[src/rtl/tlbm_pkg.sv]
package tlbm_pkg;

    typedef enum logic [1:0] {
        FK_ALL       = 2'd0,
        FK_PAGE_ASID = 2'd1,
        FK_ASID      = 2'd2,
        FK_PAGE      = 2'd3
    } flush_kind_e;

    typedef struct packed {
        logic        legal;
        logic        bcast;
        logic        iside;
        logic        dside;
        flush_kind_e kind;
    } op_dec_t;

    localparam int unsigned OP_W        = 4;
    localparam int unsigned LOCAL_FIRST = 8;
    localparam int unsigned LOCAL_LAST  = 13;

    function automatic op_dec_t decode_op(input logic [OP_W-1:0] code);
        op_dec_t r;
        r.kind  = flush_kind_e'(code[2:1]);
        r.bcast = (code < OP_W'(LOCAL_FIRST));
        r.legal = (code <= OP_W'(LOCAL_LAST));
        r.iside = r.legal && (r.bcast || !code[0]);
        r.dside = r.legal && (r.bcast || code[0]);
        return r;
    endfunction

    function automatic logic kind_has_page(input flush_kind_e k);
        return (k == FK_PAGE_ASID) || (k == FK_PAGE);
    endfunction

    function automatic logic kind_has_asid(input flush_kind_e k);
        return (k == FK_PAGE_ASID) || (k == FK_ASID);
    endfunction

endpackage

[src/rtl/tlbm_decode.sv]
module tlbm_decode
    import tlbm_pkg::*;
(
    input  logic [OP_W-1:0] op_code,
    output op_dec_t         dec
);
    always_comb begin
        dec = decode_op(op_code);
    end
endmodule

[src/rtl/tlbm_target.sv]
module tlbm_target
    import tlbm_pkg::*;
#(
    parameter int unsigned NUM_CORES = 4,
    localparam int unsigned CORE_W = (NUM_CORES > 1) ? $clog2(NUM_CORES) : 1
) (
    input  op_dec_t              dec,
    input  logic [CORE_W-1:0]    core,
    output logic [NUM_CORES-1:0] ivec,
    output logic [NUM_CORES-1:0] dvec
);
    for (genvar c = 0; c < NUM_CORES; c++) begin : g_core
        logic hit;
        always_comb begin
            hit     = dec.bcast || (core == CORE_W'(c));
            ivec[c] = dec.iside && hit;
            dvec[c] = dec.dside && hit;
        end
    end
endmodule

[src/rtl/tlbm_operand.sv]
module tlbm_operand
    import tlbm_pkg::*;
#(
    parameter int unsigned VALUE_W  = 32,
    parameter int unsigned PAGE_LSB = 12,
    parameter int unsigned ASID_W   = 8
) (
    input  flush_kind_e        kind,
    input  logic [VALUE_W-1:0] value,
    output logic [VALUE_W-1:0] page,
    output logic [ASID_W-1:0]  asid
);
    localparam logic [VALUE_W-1:0] PAGE_MASK = ~((VALUE_W'(1) << PAGE_LSB) - VALUE_W'(1));

    always_comb begin
        page = kind_has_page(kind) ? (value & PAGE_MASK) : '0;
        asid = kind_has_asid(kind) ? value[ASID_W-1:0] : '0;
    end
endmodule

[src/rtl/tlbm_dispatch.sv]
module tlbm_dispatch
    import tlbm_pkg::*;
#(
    parameter int unsigned NUM_CORES = 4,
    parameter int unsigned VALUE_W   = 32,
    parameter int unsigned PAGE_LSB  = 12,
    parameter int unsigned ASID_W    = 8,
    localparam int unsigned CORE_W   = (NUM_CORES > 1) ? $clog2(NUM_CORES) : 1
) (
    input  logic                 clk,
    input  logic                 rst_n,
    input  logic                 op_valid,
    input  logic [OP_W-1:0]      op_code,
    input  logic [VALUE_W-1:0]   op_value,
    input  logic [CORE_W-1:0]    op_core,
    output logic                 busy,
    output logic [NUM_CORES-1:0] itlb_req,
    output logic [NUM_CORES-1:0] dtlb_req,
    output logic [1:0]           flush_kind,
    output logic [VALUE_W-1:0]   flush_page,
    output logic [ASID_W-1:0]    flush_asid,
    input  logic [NUM_CORES-1:0] itlb_ack,
    input  logic [NUM_CORES-1:0] dtlb_ack,
    output logic                 done
);
    typedef struct packed {
        logic                 busy;
        logic [NUM_CORES-1:0] ireq;
        logic [NUM_CORES-1:0] dreq;
        flush_kind_e          kind;
        logic [VALUE_W-1:0]   page;
        logic [ASID_W-1:0]    asid;
        logic                 done;
    } state_t;

    op_dec_t              dec;
    logic [NUM_CORES-1:0] tgt_i, tgt_d;
    logic [VALUE_W-1:0]   opnd_page;
    logic [ASID_W-1:0]    opnd_asid;
    logic [NUM_CORES-1:0] pend_i, pend_d;
    state_t               st_d, st_q;

    tlbm_decode u_decode (
        .op_code (op_code),
        .dec     (dec)
    );

    tlbm_target #(.NUM_CORES(NUM_CORES)) u_target (
        .dec  (dec),
        .core (op_core),
        .ivec (tgt_i),
        .dvec (tgt_d)
    );

    tlbm_operand #(
        .VALUE_W  (VALUE_W),
        .PAGE_LSB (PAGE_LSB),
        .ASID_W   (ASID_W)
    ) u_operand (
        .kind  (dec.kind),
        .value (op_value),
        .page  (opnd_page),
        .asid  (opnd_asid)
    );

    always_comb begin
        st_d      = st_q;
        st_d.done = 1'b0;
        pend_i    = st_q.ireq & ~itlb_ack;
        pend_d    = st_q.dreq & ~dtlb_ack;
        if (st_q.busy) begin
            st_d.ireq = pend_i;
            st_d.dreq = pend_d;
            if ((pend_i == '0) && (pend_d == '0)) begin
                st_d.busy = 1'b0;
                st_d.done = 1'b1;
            end
        end else if (op_valid && dec.legal) begin
            st_d.busy = 1'b1;
            st_d.ireq = tgt_i;
            st_d.dreq = tgt_d;
            st_d.kind = dec.kind;
            st_d.page = opnd_page;
            st_d.asid = opnd_asid;
        end
    end

    always_ff @(posedge clk) begin
        if (!rst_n) begin
            st_q <= '0;
        end else begin
            st_q <= st_d;
        end
    end

    assign busy       = st_q.busy;
    assign itlb_req   = st_q.ireq;
    assign dtlb_req   = st_q.dreq;
    assign flush_kind = st_q.kind;
    assign flush_page = st_q.page;
    assign flush_asid = st_q.asid;
    assign done       = st_q.done;

endmodule

[config.mk]
export PLATFORM = sky130hd
export DESIGN_NAME = tlbm_dispatch
export DESIGN_NICKNAME = d
export VERILOG_FILES = /design/src/rtl/tlbm_pkg.sv /design/src/rtl/tlbm_decode.sv /design/src/rtl/tlbm_target.sv /design/src/rtl/tlbm_operand.sv /design/src/rtl/tlbm_dispatch.sv
export SDC_FILE = /design/constraint.sdc
export NUM_CORES = 1
export LEC_CHECK = 0
export ABC_AREA = 0
export BUFFER_PORTS_ARGS = -buffer_cell sky130_fd_sc_hd__buf_2
export CORE_ASPECT_RATIO = 1.4
export CORE_MARGIN = 4
export CORE_UTILIZATION = 35
export CTS_CLUSTER_SIZE = 14
export DETAILED_ROUTE_END_ITERATION = 10
export PLACE_DENSITY_LB_ADDON = 0.2
export SLEW_MARGIN = 5
export SYNTH_ARGS = -nofsm -noshare
export SYNTH_HDL_FRONTEND = slang
export SYNTH_SLANG_ARGS = --single-unit
[constraint.sdc]
create_clock -name clk -period 1.25 [get_ports clk]
set_input_delay 0.375 -clock clk [delete_from_list [all_inputs] [get_ports clk]]
set_output_delay 0.375 -clock clk [all_outputs]
set_load 0.005 [all_outputs]
==> impl_metrics.py <==
metrics = {
    "outcome": {
        "outcome": "finished, final reports clean",
    },
    "sta": {
        "tns_ps": 0,
        "clock.fmax_ghz": 0.803,
        "fin_skew_ps": 4.60,
        "rsz0062_at_grt": "yes",
        "finalHoldViolCount": 0,
        "finalSetupViolations": 0,
        "period_share_pct": 99.7,
        "final-max-slew-violation-count": 0,
        "period_minus_slack_ps": 1250,
        "setup_slack_ps": 4.33,
    },
    "clock_network": {
        "root_buffer": "clkbuf_8",
        "cts_num_sinks": 40,
        "cts.path.max_buffers": 2,
        "clock_latency_ps": 290,
        "clk_pin_slew_ps": 80,
        "cts_max_level": 2,
        "cts_buffers": 5,
        "cts_tree": "done",
    },
    "synth": {
        "synth_top_area_share_pct": 42.9,
        "ys_types": 35,
        "ys.flop_type": "dfxtp_1",
        "netlist_top_cells_area": "dfxtp_1, a21oi_1, o21ai_0",
        "yosysWarnings": 0,
        "netlist_area_um2": 1870,
        "ys_seq_area_share_pct": 42.9,
        "synth.ff_latch_count": 40,
        "async_flop_share_pct": 0,
        "netlist_instances": 219,
        "synth_top_area_cell": "dfxtp_1",
        "syn_area_per_cell_um2": 8.52,
        "synth_edf_count": 0,
    },
    "pwr": {
        "power.density_nw_per_um2": 1160,
        "power_leakage_uw": 0.00118,
        "ir_drop_mv": 0.703,
    },
    "drt": {
        "ant_nets": 0,
        "drc_errors": 0,
        "top_layer": "met4",
        "viasPerCell": 5.12,
        "m1WireLength_mm": 2.17,
        "totalWireLength_mm": 5.56,
        "drt_first_iter_violations": 70,
        "vias": 1950,
        "wl_per_cell_um": 14.6,
        "wl_met2_mm": 2.91,
        "wl_met3_um": 365,
        "firstDrtPassIters": 4,
    },
    "final_layout": {
        "final_net_count": 365,
        "area_growth_pct": 39.6,
        "drive_above_1_share_pct": 40.3,
        "postLayoutCoreUtil_pct": 50.5,
        "diodes": 0,
        "fill_cells": 544,
    },
    "global_route": {
        "antenna_found_initial": 0,
        "grt_max_degree": 22,
        "grt_pass1_wl_mm": 8.53,
        "first_global_vias": 1765,
        "grt-ovfl-total": 0,
        "grt_usage_pct": 16.1,
    },
    "worst_setup_path": {
        "reg2reg_to": "done",
        "endpoint_kind": "primary output",
        "startpoint_type": "register",
        "crit_start": "busy",
        "rr_worst_depth": 4,
        "reg2reg_from": "busy",
        "rrSetupSlack_ps": 70,
        "crit_fanout": 5,
        "critPathCapture": "busy",
        "worstPathRequired_ps": 880,
        "worstPathArrival_ps": 870,
        "worstSetupPathType": "reg -> out",
    },
    "die": {
        "initial_core_util_pct": 36.2,
        "pin_count": 101,
        "dieArea_um2": 6580,
        "die_w_um": 69.7,
        "fp.dieH_um": 94.4,
        "rows": 31,
        "core-area_um2": 5160,
    },
    "run": {
        "drv_cap": 0,
    },
    "placement": {
        "gp_congestion": 0.812,
        "io_buffers": 84,
        "pre_cts_ws_ps": -258,
        "dp_hpwl_mm": 4.07,
    },
    "worst_hold_path": {
        "min_path_type": "in -> reg",
    },
}
==> stage by stage <==
stage / total power, µW / hold slack [ps] / std cells / instance area [µm²]
floorplan: 1710 / 466 / 230 / 1930
global placement: 1960 / 455 / 371 / 2430
detailed placement: 1960 / 462 / 371 / 2430
CTS: 3040 / 323 / 381 / 2580
global route: 3160 / 327 / 381 / 2610
finish: 3010 / 335 / 381 / 2610
==> cell families (layout without fill, tap and decap cells) <==
logic type / Yosys count / in the layout / share of synthesized area [%]
AO/OA/AOI/OAI: 87 / 87 / 27.0
AND/OR/NAND/NOR: 50 / 50 / 17.6
flip-flops: 40 / 40 / 42.9
buffers and inverters: 39 / 124 / 10.9
adder cells (fa/ha/maj): 2 / 2 / 1.34
other: 1 / 12 / 0.201
==> what timing repair did <==
item,4_1_cts,5_1_grt
setup buffers,2,0
resized for setup,6,9
hold buffers,0,0
pin swaps,0,1
setup endpoints to repair,5,37
==> registers in the layout, indices dropped and copies added, names as in the netlist <==
name	flops
busy	1
done	1
dtlb_req	4
flush_asid	8
flush_kind	2
flush_page	20
itlb_req	4
==> per-layer routing <==
layer  global-route usage [%]  up-vias
li1                         -      977
met5                        0        -
met3                     4.05       14
met2                     28.5       64
met4                     5.91        0
met1                     18.9      895
==> cells in the mapped netlist, types with 2 or more instances <==
master / instances
clkbuf_1: 14
buf_2: 4
o21ai_0: 32
nand2_1: 5
nor2b_1: 4
dfxtp_1: 40
a32o_1: 6
inv_1: 7
nand2b_1: 3
buf_4: 12
nand4_1: 20
a21oi_1: 38
nand4b_1: 8
a311oi_1: 2
a21boi_0: 2
nand3_1: 2
ha_1: 2
==> worst min-delay path by stage <==
| stage | startpoint | end | slack (ps) | cells past startpoint |
|---|---|---|---|---|
| detailed placement | flush_page[13] | flush_page[13] | 460 | 2 |
| global placement | flush_asid[7] | flush_asid[7] | 450 | 2 |
| finish | op_value[15] | flush_page[15] | 340 | 3 |
| global route | op_value[15] | flush_page[15] | 330 | 3 |
| floorplan | flush_page[12] | flush_page[12] | 470 | 2 |
| CTS | op_value[15] | flush_page[15] | 320 | 3 |
==> layout by cell type, fill, tap and decap left out, types with 3 or more instances in the layout <==
master,n
o21ai_0,30
a32o_1,6
nand4b_1,8
buf_4,19
buf_2,82
buf_6,5
inv_1,7
conb_1,12
nor2b_1,3
a21oi_1,37
nand4_1,20
clkbuf_8,5
dfxtp_1,38
nand2_1,5
==> worst max-delay path: stages (launching register included) <==
cell	delay, ps
dfxtp_4	360
buf_6	120
buf_6	100
==> power by group <==
group          internal (µW)  switching (µW)
clock                    591             455
combinational            285             302
sequential              1340            35.6
==> area by class of cell <==
cell class	count	area [µm²]	area share [%]
Clock buffer	5	68.8	2.64
Clock inverter	3	42.5	1.63
Inverter	8	30.0	1.15
Multi-Input combinational cell	151	926	35.5
Sequential cell	40	806	30.9
Tap cell	66	82.6	3.17
Timing Repair Buffer	108	649	24.9
Power figures use the tool's default switching activity.
